## src/rtl/cla_pkg.sv

```systemverilog
package cla_pkg;

    localparam int DEF_SLICE_W    = 4;
    localparam int DEF_NUM_SLICES = 4;

    // generate/propagate pair reported by one slice
    typedef struct packed {
        logic gen;
        logic prop;
    } grp_gp_t;

    // signed overflow from sign bits of the operands and the result
    function automatic logic sign_overflow(input logic a_msb,
                                           input logic b_msb,
                                           input logic s_msb);
        return (a_msb == b_msb) && (s_msb != a_msb);
    endfunction

endpackage

```

## src/rtl/cla_carry_net.sv

```systemverilog
module cla_carry_net #(
    parameter int N = 4
) (
    input  logic [N-1:0] gen_i,
    input  logic [N-1:0] prop_i,
    input  logic         cin_i,
    output logic [N:0]   carry_o,
    output logic         grp_gen_o,
    output logic         grp_prop_o
);

    logic term_v;
    logic sop_v;

    // each carry written as a flat OR of AND terms; no reuse of lower carries
    always_comb begin
        carry_o    = '0;
        carry_o[0] = cin_i;
        for (int k = 1; k <= N; k++) begin
            sop_v = 1'b0;
            for (int j = 0; j < k; j++) begin
                term_v = gen_i[j];
                for (int m = j + 1; m < k; m++) term_v = term_v & prop_i[m];
                sop_v = sop_v | term_v;
            end
            term_v = cin_i;
            for (int m = 0; m < k; m++) term_v = term_v & prop_i[m];
            carry_o[k] = sop_v | term_v;
        end
    end

    logic gsop_v;
    logic gterm_v;

    always_comb begin
        gsop_v = 1'b0;
        for (int j = 0; j < N; j++) begin
            gterm_v = gen_i[j];
            for (int m = j + 1; m < N; m++) gterm_v = gterm_v & prop_i[m];
            gsop_v = gsop_v | gterm_v;
        end
        grp_gen_o  = gsop_v;
        grp_prop_o = &prop_i;
    end

    // flattened carries must agree with the one-step recurrence
    always_comb begin
        for (int k = 1; k <= N; k++) begin

            ripple_equiv_chk: assert (carry_o[k] == (gen_i[k-1] | (prop_i[k-1] & carry_o[k-1])))
                else $error("carry %0d disagrees with recurrence", k);
        end

        group_out_chk: assert (carry_o[N] == (grp_gen_o | (grp_prop_o & cin_i)))
            else $error("group pair disagrees with top carry");
    end

endmodule

```

## src/rtl/cla_slice.sv

```systemverilog
module cla_slice #(
    parameter int W = 4
) (
    input  logic [W-1:0] a_i,
    input  logic [W-1:0] b_i,
    input  logic         cin_i,
    output logic [W-1:0] sum_o,
    output logic         cout_o,
    output logic         msb_cin_o,
    output logic         grp_gen_o,
    output logic         grp_prop_o
);

    logic [W-1:0] bit_gen_d;
    logic [W-1:0] bit_prop_d;
    logic [W:0]   carry_d;

    always_comb begin
        bit_gen_d  = a_i & b_i;
        bit_prop_d = a_i ^ b_i;
    end

    cla_carry_net #(.N(W)) u_net (
        .gen_i      (bit_gen_d),
        .prop_i     (bit_prop_d),
        .cin_i      (cin_i),
        .carry_o    (carry_d),
        .grp_gen_o  (grp_gen_o),
        .grp_prop_o (grp_prop_o)
    );

    always_comb begin
        sum_o     = bit_prop_d ^ carry_d[W-1:0];
        cout_o    = carry_d[W];
        msb_cin_o = carry_d[W-1];
    end

    always_comb begin

        slice_sum_chk: assert ({cout_o, sum_o} ==
                               ({1'b0, a_i} + {1'b0, b_i} + (W+1)'(cin_i)))
            else $error("slice sum mismatch");
    end

endmodule

```

## src/rtl/lookahead_adder.sv

```systemverilog
module lookahead_adder
    import cla_pkg::*;
#(
    parameter int SLICE_W    = DEF_SLICE_W,
    parameter int NUM_SLICES = DEF_NUM_SLICES,
    localparam int WIDTH     = SLICE_W * NUM_SLICES
) (
    input  logic [WIDTH-1:0] a_in,
    input  logic [WIDTH-1:0] b_in,
    input  logic             carry_in,
    output logic [WIDTH-1:0] sum_out,
    output logic             carry_out,
    output logic             ovf_out
);

    typedef struct packed {
        logic [WIDTH-1:0] sum;
        logic             cout;
        logic             ovf;
    } add_res_t;

    grp_gp_t [NUM_SLICES-1:0] grp_d;
    logic    [NUM_SLICES-1:0] grp_gen_d;
    logic    [NUM_SLICES-1:0] grp_prop_d;
    logic    [NUM_SLICES-1:0] slice_cout_d;
    logic    [NUM_SLICES-1:0] slice_msb_cin_d;
    logic    [NUM_SLICES:0]   grp_carry_d;
    logic    [WIDTH-1:0]      sum_d;
    logic                     top_gen_d;
    logic                     top_prop_d;
    add_res_t                 res_d;

    // second-level lookahead over the slice pairs
    cla_carry_net #(.N(NUM_SLICES)) u_lcu (
        .gen_i      (grp_gen_d),
        .prop_i     (grp_prop_d),
        .cin_i      (carry_in),
        .carry_o    (grp_carry_d),
        .grp_gen_o  (top_gen_d),
        .grp_prop_o (top_prop_d)
    );

    for (genvar s = 0; s < NUM_SLICES; s++) begin : g_slice
        cla_slice #(.W(SLICE_W)) u_slice (
            .a_i        (a_in[s*SLICE_W +: SLICE_W]),
            .b_i        (b_in[s*SLICE_W +: SLICE_W]),
            .cin_i      (grp_carry_d[s]),
            .sum_o      (sum_d[s*SLICE_W +: SLICE_W]),
            .cout_o     (slice_cout_d[s]),
            .msb_cin_o  (slice_msb_cin_d[s]),
            .grp_gen_o  (grp_d[s].gen),
            .grp_prop_o (grp_d[s].prop)
        );
        assign grp_gen_d[s]  = grp_d[s].gen;
        assign grp_prop_d[s] = grp_d[s].prop;
    end

    always_comb begin
        res_d      = '0;
        res_d.sum  = sum_d;
        res_d.cout = grp_carry_d[NUM_SLICES];
        res_d.ovf  = slice_msb_cin_d[NUM_SLICES-1] ^ grp_carry_d[NUM_SLICES];
    end

    assign sum_out   = res_d.sum;
    assign carry_out = res_d.cout;
    assign ovf_out   = res_d.ovf;

    always_comb begin
        for (int s = 0; s < NUM_SLICES; s++) begin

            slice_carry_chk: assert (slice_cout_d[s] == grp_carry_d[s+1])
                else $error("slice %0d carry disagrees with lookahead unit", s);
        end

        top_carry_chk: assert (carry_out == (top_gen_d | (top_prop_d & carry_in)))
            else $error("final carry disagrees with top group pair");

        ovf_rule_chk: assert (ovf_out == sign_overflow(a_in[WIDTH-1], b_in[WIDTH-1],
                                                       sum_out[WIDTH-1]))
            else $error("overflow flag disagrees with sign rule");

        full_sum_chk: assert ({carry_out, sum_out} ==
                              ({1'b0, a_in} + {1'b0, b_in} + (WIDTH+1)'(carry_in)))
            else $error("full sum mismatch");
    end

endmodule

```

## config.mk

```make
export PLATFORM = sky130hd
export DESIGN_NAME = lookahead_adder
export DESIGN_NICKNAME = d
export VERILOG_FILES = /design/src/rtl/cla_pkg.sv /design/src/rtl/cla_carry_net.sv /design/src/rtl/cla_slice.sv /design/src/rtl/lookahead_adder.sv
export SDC_FILE = /design/constraint.sdc
export NUM_CORES = 1
export LEC_CHECK = 0
export ABC_AREA = 1
export BUFFER_PORTS_ARGS = -buffer_cell sky130_fd_sc_hd__buf_4
export CAP_MARGIN = 5
export CORE_MARGIN = 3
export CORE_UTILIZATION = 48
export DETAILED_ROUTE_END_ITERATION = 8
export PLACE_DENSITY = 0.95
export SLEW_MARGIN = 20
export SYNTH_ARGS = -nofsm -noshare
export SYNTH_HDL_FRONTEND = slang
export SYNTH_SLANG_ARGS = --single-unit
export TNS_END_PERCENT = 20
```

## constraint.sdc

```tcl
create_clock -name vclk -period 5.04
set_input_delay 0.504 -clock vclk [all_inputs]
set_output_delay 0.504 -clock vclk [all_outputs]
set_load 0.01 [all_outputs]
```

==> flow_summary.toml, run 1 <==
[outcome]
run_status = "finished clean"

[yosys]
yosys.area_share.simple_pct = 26.7
synth_cell_types = 18
synth-seq-area-share_pct = 0
synthCells = 101
synth-adder-area-share_pct = 44.4
synth_compound_area_share_pct = 9.24
syn_area_per_cell_um2 = 7.37
synth.most_common_cell = "nand2_1"
synth_common_cells = "23 x nand2_1, 20 x ha_1, 10 x inv_1"
synth-xor-area-share_pct = 14.1
synth_top_family_by_area = "adder cells"
synth.largest_area_cell = "ha_1"
synth_nets = 158
yosysTopAreaCellShare_pct = 33.6
netlist_area_um2 = 744
yosys_warnings = 0
muxShareOfSynthArea_pct = 0
synth_area_leaders = "ha_1 34%, nand2_1 12%, fa_1 11%"

[sta]
slew_headroom_pct = 78.3
period_needed_ps = 2930
fmax_ghz = 0.341
setup_tns_ps = 0
rsz0062_at_grt = "false"
setup_violations = 0
finalCritPeriodShare_pct = 58.2
hold_viol = 0
tightest_slew_ps = 324
slew_violations = 0

[placement]
routabilityCongestion = 0.760
numPortBuffers = 51
post-dp-hpwl_um = 1950
place_area_um2 = 1150

[detailed_routing]
wl_per_cell_um = 12.3
drtAntennaViolNets = 0
first_pass_iters = 4
drc = 0
drt_iter0_drc = 5
viasPerCell = 5.14
routed_wl_um = 2060
vias = 858

[floorplanning]
die_height_um = 45.4
io_pins = 51
start_util_pct = 53.8
dieArea_um2 = 2060
core_um2 = 1380
rows = 13
die_w_um = 45.4

[run]
cap_violations = 0

[worst_setup_path]
startpoint_type = "input pin"
cp-end-kind = "output port"
crit_type = "in -> out"
cp_max_fo = 4
critical_path_arrival_ps = 2430
worst_ep_required_time_ps = 4540

[cells_and_area]
drive_above_1_share_pct = 40.8
nFillCells = 100
nets = 211
seq_cell_count = 0
num-clock-buffers = 0
fin_area_um2 = 1150
regArea_um2 = 0
n_antenna_cell = 0
syn2layout_area_growth_pct = 53.9

[grt]
antenna_found_initial = 0
grt_overflow = 0
grt_start_max_net_pins = 5
track_usage_pct = 20.8
grt_pass1_wl_um = 3290
first_global_vias = 826

[clock_network]
cts_resized = 0
postCtsSetupRepairBufs = 0
cts_hold_buffers = 0

[min_path]
hold_path.class = "in -> out"
hold_depth = 3
holdPathEnd = "sum_out[8]"
hold_path_startpoint = "b_in[8]"

[power_and_ir_drop]
ir_worst_vdd_mv = 0.0977
powerDensity_nw_per_um2 = 148
power_leakage_nw = 0.665
worst max-delay path: stages:
cell,delay [ps]
buf_4,110
ha_1,350
nand2_1,110
nand2_1,50
nand2_1,60
nand2_2,50
nand2_2,60
nand2_1,50
nand2_1,80
nand2_2,80
ha_1,200
nand2_1,60
nand2_1,80
a21oi_2,210
inv_1,70
nand3_1,80
nand2_1,50
buf_4,130
cell usage in the layout (no fill, tap or decap), types with 4 or more instances in the layout:
cell type | netlist | final
nor2_1 | 4 | 4
ha_1 | 20 | 20
nand3_1 | 6 | 6
inv_1 | 10 | 10
xnor2_1 | 4 | 4
fa_1 | 4 | 4
nand2_1 | 23 | 23
a21oi_1 | 6 | 6
nand2_2 | 6 | 6
buf_4 | 0 | 51
xor2_1 | 8 | 8
worst max-delay path by stage:
stage	startpoint	to	cells after the start
floorplan	a_in[2]	sum_out[7]	11
global placement	a_in[7]	ovf_out	15
detailed placement	a_in[1]	ovf_out	18
CTS	a_in[1]	ovf_out	18
global route	a_in[5]	ovf_out	16
finish	a_in[1]	ovf_out	18
cell type report:
cell class	instances	area [µm²]	area share, %
multi-input combinational	90	703	61.4
timing repair buffer	51	383	33.4
inverter	11	41.3	3.60
tap	15	18.8	1.64
kinds of logic (layout without fill, tap and decap cells):
group                    after synthesis  count (layout)
adder cells (fa/ha/maj)               24              24
buffers and inverters                 11              62
XOR/XNOR                              12              12
AO/OA/AOI/OAI                         11              11
AND/OR/NAND/NOR                       43              43
per-layer routing:
metal  wire [µm]  vias up  global-route usage [%]
li1            -      431                       -
met1         698      396                    21.2
met2        1240       27                    44.8
met3          95        4                   0.395
met4          31        0                    3.51
met5           0        -                       0
report_power, final:
group          switching [mW]  total [mW]  internal, mW
Clock                       0           0             0
Sequential                  0           0             0
Combinational          0.0818       0.170        0.0881
Total                  0.0818       0.170        0.0881
per-stage QoR:
stage / hold WS, ps / power (mW) / instances / setup slack (ps) / util [%]
floorplan: 1200 / 0.0902 / 101 / 2510 / -
global placement: 1360 / 0.162 / 167 / 2230 / 82.9
detailed placement: 1370 / 0.171 / 167 / 2100 / 82.9
CTS: 1370 / 0.171 / 167 / 2100 / 82.9
global route: 1390 / 0.187 / 167 / 1940 / 82.9
finish: 1360 / 0.170 / 167 / 2110 / 82.9
Note: power is estimated with default switching activity, not from simulation.
==> run 2: changes to the inputs <==
--- a/config.mk
+++ b/config.mk
@@ -5,11 +5,11 @@
 export SDC_FILE = /design/constraint.sdc
 export NUM_CORES = 1
 export LEC_CHECK = 0
-export ABC_AREA = 1
+export ABC_AREA = 0
 export BUFFER_PORTS_ARGS = -buffer_cell sky130_fd_sc_hd__buf_4
 export CAP_MARGIN = 5
 export CORE_MARGIN = 3
-export CORE_UTILIZATION = 48
+export CORE_UTILIZATION = 45
 export DETAILED_ROUTE_END_ITERATION = 8
 export PLACE_DENSITY = 0.95
 export SLEW_MARGIN = 20
==> constraint.sdc (replaced) <==
create_clock -name vclk -period 2.8
set_input_delay 0.28 -clock vclk [all_inputs]
set_output_delay 0.28 -clock vclk [all_outputs]
set_load 0.01 [all_outputs]
==> run 2 against run 1 <==
  * The run now fails in global routing (5_1_grt)
  * Area after synthesis up 1.0%
  * Synthesized cell count down 7.9%
==> flow_summary.toml, run 2 <==
[yosys]
synth_nets = 150
synth.largest_area_cell = "ha_1"
synth-seq-area-share_pct = 0
yosysTopAreaCellShare_pct = 33.3
netlist_area_um2 = 752
yosys_warnings = 0
synthCells = 93
synth_cell_types = 25
syn_area_per_cell_um2 = 8.09
synth_area_leaders = "ha_1 33%, fa_1 11%, o21a_1 8.0%"
synth_common_cells = "20 x ha_1, 12 x nor2_1, 8 x a21oi_1, 8 x o21a_1, 6 x xnor2_1"
synth.most_common_cell = "ha_1"

[sta]
worstEpCategory = "output port"
worst_endpoint = "ovf_out"

[grt]
grt_start_max_net_pins = 6
track_usage_pct = 69.9
grt_overflow = 35

[clock_network]
cts_hold_buffers = 0

[outcome]
haltStage = "global routing (5_1_grt)"
run_status = "stopped before the end"
tool.error = "[ERROR GRT-0232] Routing congestion too high. Check the congestion heatmap in the GUI."

[floorplanning]
die_w_um = 46.9
start_util_pct = 48.8
io_pins = 51
rows = 14
die_height_um = 46.9

[placement]
post-dp-hpwl_um = 1900
routabilityCongestion = 0.788
numPortBuffers = 51
place_ws_ps = -146
-- run 2: cell count changes after synthesis, moves of 3 or more --
| cell | before | now |
|---|---|---|
| nor3_1 | 0 | 4 |
| o21ai_0 | 0 | 3 |
| nand2_1 | 23 | 5 |
| nand3_1 | 6 | 1 |
| o21a_1 | 0 | 8 |
| nor2_1 | 4 | 12 |
| inv_1 | 10 | 5 |
| xor2_1 | 8 | 3 |
| nand2_2 | 6 | 0 |
-- run 2: logic make-up after synthesis --
| logic type | Yosys count | synth area share (%) |
|---|---|---|
| AOI/OAI and AO/OA | 27 | 24.6 |
| xor gates and xnor gates | 9 | 10.5 |
| adders and majority gates | 24 | 43.9 |
| buffers and inverters | 5 | 2.50 |
| muxes | 1 | 1.50 |
| and+or+nand+nor | 27 | 17.0 |
-- run 2: metrics by stage --
step	hold WS [ps]	setup TNS [ps]	instance area, µm²	util, %	instances
floorplan	748	0	752	-	93
global placement	916	-53.8	1210	78.8	168
detailed placement	921	-146	1210	78.8	168
CTS	922	0	1400	90.7	178
-- run 2: what timing repair did --
item                       in CTS
pin swaps                      11
gates cloned                    0
setup buffers                  10
setup endpoints to repair       1
resized for setup              14
-- run 2: per-layer routing --
metal	GRT overflow	track usage, %
met2	16	90.5
met4	19	86.7
met5	0	12.5
met3	0	50.2
met1	0	62.6
==> run 3: changes to the inputs <==
--- a/config.mk
+++ b/config.mk
@@ -8,10 +8,10 @@
 export ABC_AREA = 0
 export BUFFER_PORTS_ARGS = -buffer_cell sky130_fd_sc_hd__buf_4
 export CAP_MARGIN = 5
-export CORE_MARGIN = 3
-export CORE_UTILIZATION = 45
+export CORE_AREA = 3 3 64 66
 export DETAILED_ROUTE_END_ITERATION = 8
-export PLACE_DENSITY = 0.95
+export DIE_AREA = 0 0 67 69
+export PLACE_DENSITY_LB_ADDON = 0.15
 export SLEW_MARGIN = 20
 export SYNTH_ARGS = -nofsm -noshare
 export SYNTH_HDL_FRONTEND = slang
==> run 3 against run 2 <==
  * The flow now finishes, with violations (setup timing)
  * Area after synthesis stayed put
  * Synthesized cell count unchanged
==> flow_summary.toml, run 3 <==
[power_and_ir_drop]
ir_worst_vdd_mv = 0.0915
power_leakage_nw = 0.783
p_total_mw = 0.427
powerDensity_nw_per_um2 = 255

[floorplanning]
core_um2 = 3630
start_util_pct = 20.7
dieArea_um2 = 4620
die_w_um = 67
io_pins = 51
rows = 22
die_height_um = 69

[placement]
place_ws_ps = -195
post-dp-hpwl_um = 2040
dp.cells = 211
numPortBuffers = 51
routabilityCongestion = 0.760

[sta]
tightest_slew_ps = 247
fin_ws_ps = -13.4
timing.hold.ws_ps = 920
slew_headroom_pct = 83.4
slew_violations = 0
setup_violations = 1
fmax_ghz = 0.355
hold_viol = 0
setup_tns_ps = -13.4
period_needed_ps = 2810
finalCritPeriodShare_pct = 100
rsz0062_at_grt = "true"

[grt]
first_global_vias = 1072
grt_pass1_wl_um = 4510
antenna_found_initial = 0
track_usage_pct = 11.5
grt_overflow = 0
grt_start_max_net_pins = 6

[yosys]
synth_nets = 150
synth_cell_types = 25
yosysTopAreaCellShare_pct = 33.3
synth_area_leaders = "ha_1 33%, fa_1 11%, o21a_1 8.0%"
synth_common_cells = "20 x ha_1, 12 x nor2_1, 8 x a21oi_1, 8 x o21a_1, 6 x xnor2_1"
syn_area_per_cell_um2 = 8.09
yosys_warnings = 0
synthCells = 93
synth-seq-area-share_pct = 0
netlist_area_um2 = 752
synth.largest_area_cell = "ha_1"
synth.most_common_cell = "ha_1"

[detailed_routing]
first_pass_iters = 3
viasPerCell = 4.50
wl_per_cell_um = 11.9
drtAntennaViolNets = 0
drt_iter0_drc = 18
drc = 0
vias = 1017
routed_wl_um = 2690

[clock_network]
cts_hold_buffers = 0

[worst_setup_path]
critPathCapture = "ovf_out"
cp_common_cell = "buf_6"
critical_path_arrival_ps = 2530
crit_type = "in -> out"
worst_ep_required_time_ps = 2520
cp_max_fo = 4
cpPeakStageDelay_ps = 350
cp-end-kind = "output port"
path_cells = "buf_6, ha_4, nand4_1, nor4_4, nor3_2, nand2_1, ha_2, o211ai_1, and2_4, buf_6, o311a_4, a311oi_2, o21ai_1, buf_4"
startpoint_type = "input pin"
crit_start = "a_in[6]"
crit_slowest_cell = "nor4_4"

[outcome]
run_status = "complete, but fails checks"
failed_checks = "setup timing"

[cells_and_area]
syn2layout_area_growth_pct = 122
drive_above_1_share_pct = 62.4
num-clock-buffers = 0
layout.cells.non_filler = 226
nets = 237
regArea_um2 = 0
mostFrequentLayoutCells = "73 x buf_4, 12 x buf_6, 11 x nor2_1, 10 x ha_1, 9 x ha_4"
seq_cell_count = 0
mostFrequentLayoutCell = "buf_4"
n_antenna_cell = 0

[min_path]
hold_path.class = "in -> out"

[run]
cap_violations = 0
-- run 3: worst max-delay path, delay by kind of cell --
| family | cells | cell delay (ps) |
|---|---|---|
| and+or+nand+nor | 5 | 900 |
| adders and majority gates | 2 | 440 |
| buffers and inverters | 3 | 370 |
| AOI/OAI and AO/OA | 4 | 540 |
-- run 3: metal layers --
layer,part of all wire (%),GRT usage [%]
met3,5.1,0.814
met4,1.1,0.901
met1,38,13.7
met2,56,22.4
met5,0,0
-- run 3: stage by stage --
| stage | area (µm²) | utilization, % |
|---|---|---|
| after global placement | 1340 | 36.8 |
| after CTS | 1640 | 45.2 |
| after floorplan | 752 | - |
| after global routing | 1670 | 46.0 |
| after detailed placement | 1340 | 36.8 |
| final | 1670 | 46.0 |
-- run 3: timing repair --
action | 4_1_cts | 5_1_grt
gates cloned | 0 | 0
setup buffers | 14 | 1
endpoints found under the setup margin | 1 | 5
pin swaps | 15 | 5
resized for setup | 30 | 7
-- run 3: final cells by class --
cell class         instances  area [µm²]
repair buffers            85         683
inverters                  5        18.8
well taps                 48        60.1
multi-input cells         88         911
fillers                  356        1960
-- run 3: worst min path at each step --
stage | start | endpoint | slack [ps] | cells after the start
after floorplan | b_in[12] | sum_out[12] | 750 | 1
after global placement | a_in[4] | sum_out[4] | 930 | 3
after detailed placement | b_in[12] | sum_out[12] | 930 | 3
after CTS | a_in[4] | sum_out[4] | 920 | 3
after global routing | a_in[4] | sum_out[4] | 950 | 3
final | a_in[4] | sum_out[4] | 920 | 3
-- run 3: kinds of logic (layout without fill, tap and decap cells) --
family | after synthesis | after routing | share of synthesized area, %
xor gates and xnor gates | 9 | 9 | 10.5
buffers and inverters | 5 | 90 | 2.50
and+or+nand+nor | 27 | 27 | 17.0
adders and majority gates | 24 | 24 | 43.9
muxes | 1 | 1 | 1.50
AOI/OAI and AO/OA | 27 | 27 | 24.6
-- run 3: power breakdown --
part | switching, mW | internal [mW] | total [mW]
registers | 0 | 0 | 0
clock network | 0 | 0 | 0
logic | 0.177 | 0.250 | 0.427
==> run 4: changes to the inputs <==
==> constraint.sdc (replaced) <==
create_clock -name vclk -period 3.15
set_input_delay 0.315 -clock vclk [all_inputs]
set_output_delay 0.315 -clock vclk [all_outputs]
set_load 0.01 [all_outputs]
==> run 4 against run 3 <==
  * The run now ends clean
  * Via count fell by 16%
  * Worst hold slack improved by 68 ps
  * Global-route usage fell by 3.1 points
  * Setup slack improved by 180 ps
  * Utilization fell by 10 points
  * Cell area fell by 22%
  * Largest cell class unchanged
==> flow_summary.toml, run 4 (synthesis results as in run 3) <==
[sta]
tightest_slew_ps = 316
setup_violations = 0
setup_tns_ps = 0
finalCritPeriodShare_pct = 94.8
fmax_ghz = 0.335
slew_violations = 0
hold_viol = 0
slew_headroom_pct = 78.7
period_needed_ps = 2990

[cells_and_area]
syn2layout_area_growth_pct = 72.9
layout.cells.non_filler = 194
mostFrequentLayoutCells = "53 x buf_4, 15 x ha_1, 12 x nor2_1, 8 x a21oi_1, 8 x o21a_1"
regArea_um2 = 0
nFillCells = 401
nets = 205
mostFrequentLayoutCell = "buf_4"
num-clock-buffers = 0
seq_cell_count = 0
n_antenna_cell = 0
drive_above_1_share_pct = 47.3

[placement]
dp.cells = 193
routabilityCongestion = 0.769
numPortBuffers = 51
post-dp-hpwl_um = 1820

[detailed_routing]
wl_per_cell_um = 10.6
vias = 855
drtAntennaViolNets = 0
viasPerCell = 4.41
drt_iter0_drc = 10
routed_wl_um = 2050
drc = 0
first_pass_iters = 4

[min_path]
hold_path_startpoint = "b_in[4]"
hold_path.class = "in -> out"

[floorplanning]
core_um2 = 3630
die_height_um = 69
io_pins = 51
rows = 22
dieArea_um2 = 4620
die_w_um = 67
start_util_pct = 20.7

[run]
cap_violations = 0

[grt]
grt-busiest-layer = "met2"
grt_start_max_net_pins = 6
grt_use_met2_pct = 15.3
track_usage_pct = 8.40
grt_pass1_wl_um = 3370
grt_use_met1_pct = 11.0
grt_util_met3_pct = 0.977
antenna_found_initial = 0
first_global_vias = 844
grt_overflow = 0

[worst_setup_path]
critical_path_arrival_ps = 2670
worst_ep_required_time_ps = 2830
cp-end-kind = "output port"
critPathCapture = "ovf_out"
startpoint_type = "input pin"
crit_slowest_cell = "ha_1"
crit_type = "in -> out"
crit_family = "compound AO/OA/AOI/OAI gates"
critPathBufInv = 2
crit_start = "a_in[5]"
path_cells = "buf_4, ha_1, a21oi_1, o21a_1, a2bb2oi_2, nand2_1, ha_2, o211ai_1, a21oi_1, mux2_2, a311oi_2, o21ai_1, buf_4"
crit_cells = 13
cp_max_fo = 4
cpPeakStageDelay_ps = 330

[clock_network]
cts_hold_buffers = 0

[power_and_ir_drop]
powerDensity_nw_per_um2 = 225
power_leakage_nw = 0.614
ir_worst_vdd_mv = 0.0778

[outcome]
run_status = "finished clean"
## run 4: changes by cell type in the layout (fill, tap and decap cells not counted), sizes merged
cell,delta
buf,-32
## run 4: what timing repair did
item | CTS | global route
hold endpoints to repair | 0 | 0
setup buffers | 0 | 1
endpoints found under the setup margin | 0 | 1
gates resized for setup | 0 | 12
## run 4: metal layers
layer | up-vias | part of all wire, %
met2 | 26 | 50
met3 | 0 | 7.3
met4 | 0 | 0
met5 | - | 0
met1 | 380 | 43
li1 | 449 | -
## run 4: final cells by class
class                      count  area, µm²  area share [%]
multi-input combinational     88        823            63.3
timing repair buffer          53        398            30.6
tap                           48       60.1            4.62
inverter                       5       18.8            1.44
## run 4: tightest hold or removal path, delay by kind of cell
kind                       cells  cell delay (ps)
adders and majority gates      1              150
buffers and inverters          2              200
## run 4: how the worst min path moves through the flow
stage / cells past startpoint / endpoint / slack, ps
6_report: 3 / sum_out[4] / 990
3_3_place_gp: 3 / sum_out[4] / 990
4_1_cts: 3 / sum_out[12] / 1000
3_5_place_dp: 3 / sum_out[4] / 990
2_1_floorplan: 1 / sum_out[12] / 820
5_1_grt: 3 / sum_out[12] / 1020
## run 4: where the power goes
| part | internal [mW] | switching, mW | total [mW] |
|---|---|---|---|
| clock network | 0 | 0 | 0 |
| logic | 0.160 | 0.133 | 0.292 |
| registers | 0 | 0 | 0 |
## run 4: metrics by stage
| step | hold slack (ps) | util [%] | worst slack, ps | cell area (µm²) | total power [mW] |
|---|---|---|---|---|---|
| floorplan | 818 | - | 459 | 752 | 0.151 |
| global placement | 991 | 33.1 | 84.4 | 1200 | 0.278 |
| detailed placement | 995 | 33.1 | 77.5 | 1200 | 0.278 |
| CTS | 998 | 33.1 | 81.1 | 1200 | 0.280 |
| global route | 1020 | 35.8 | -13.8 | 1300 | 0.328 |
| finish | 988 | 35.8 | 165 | 1300 | 0.292 |
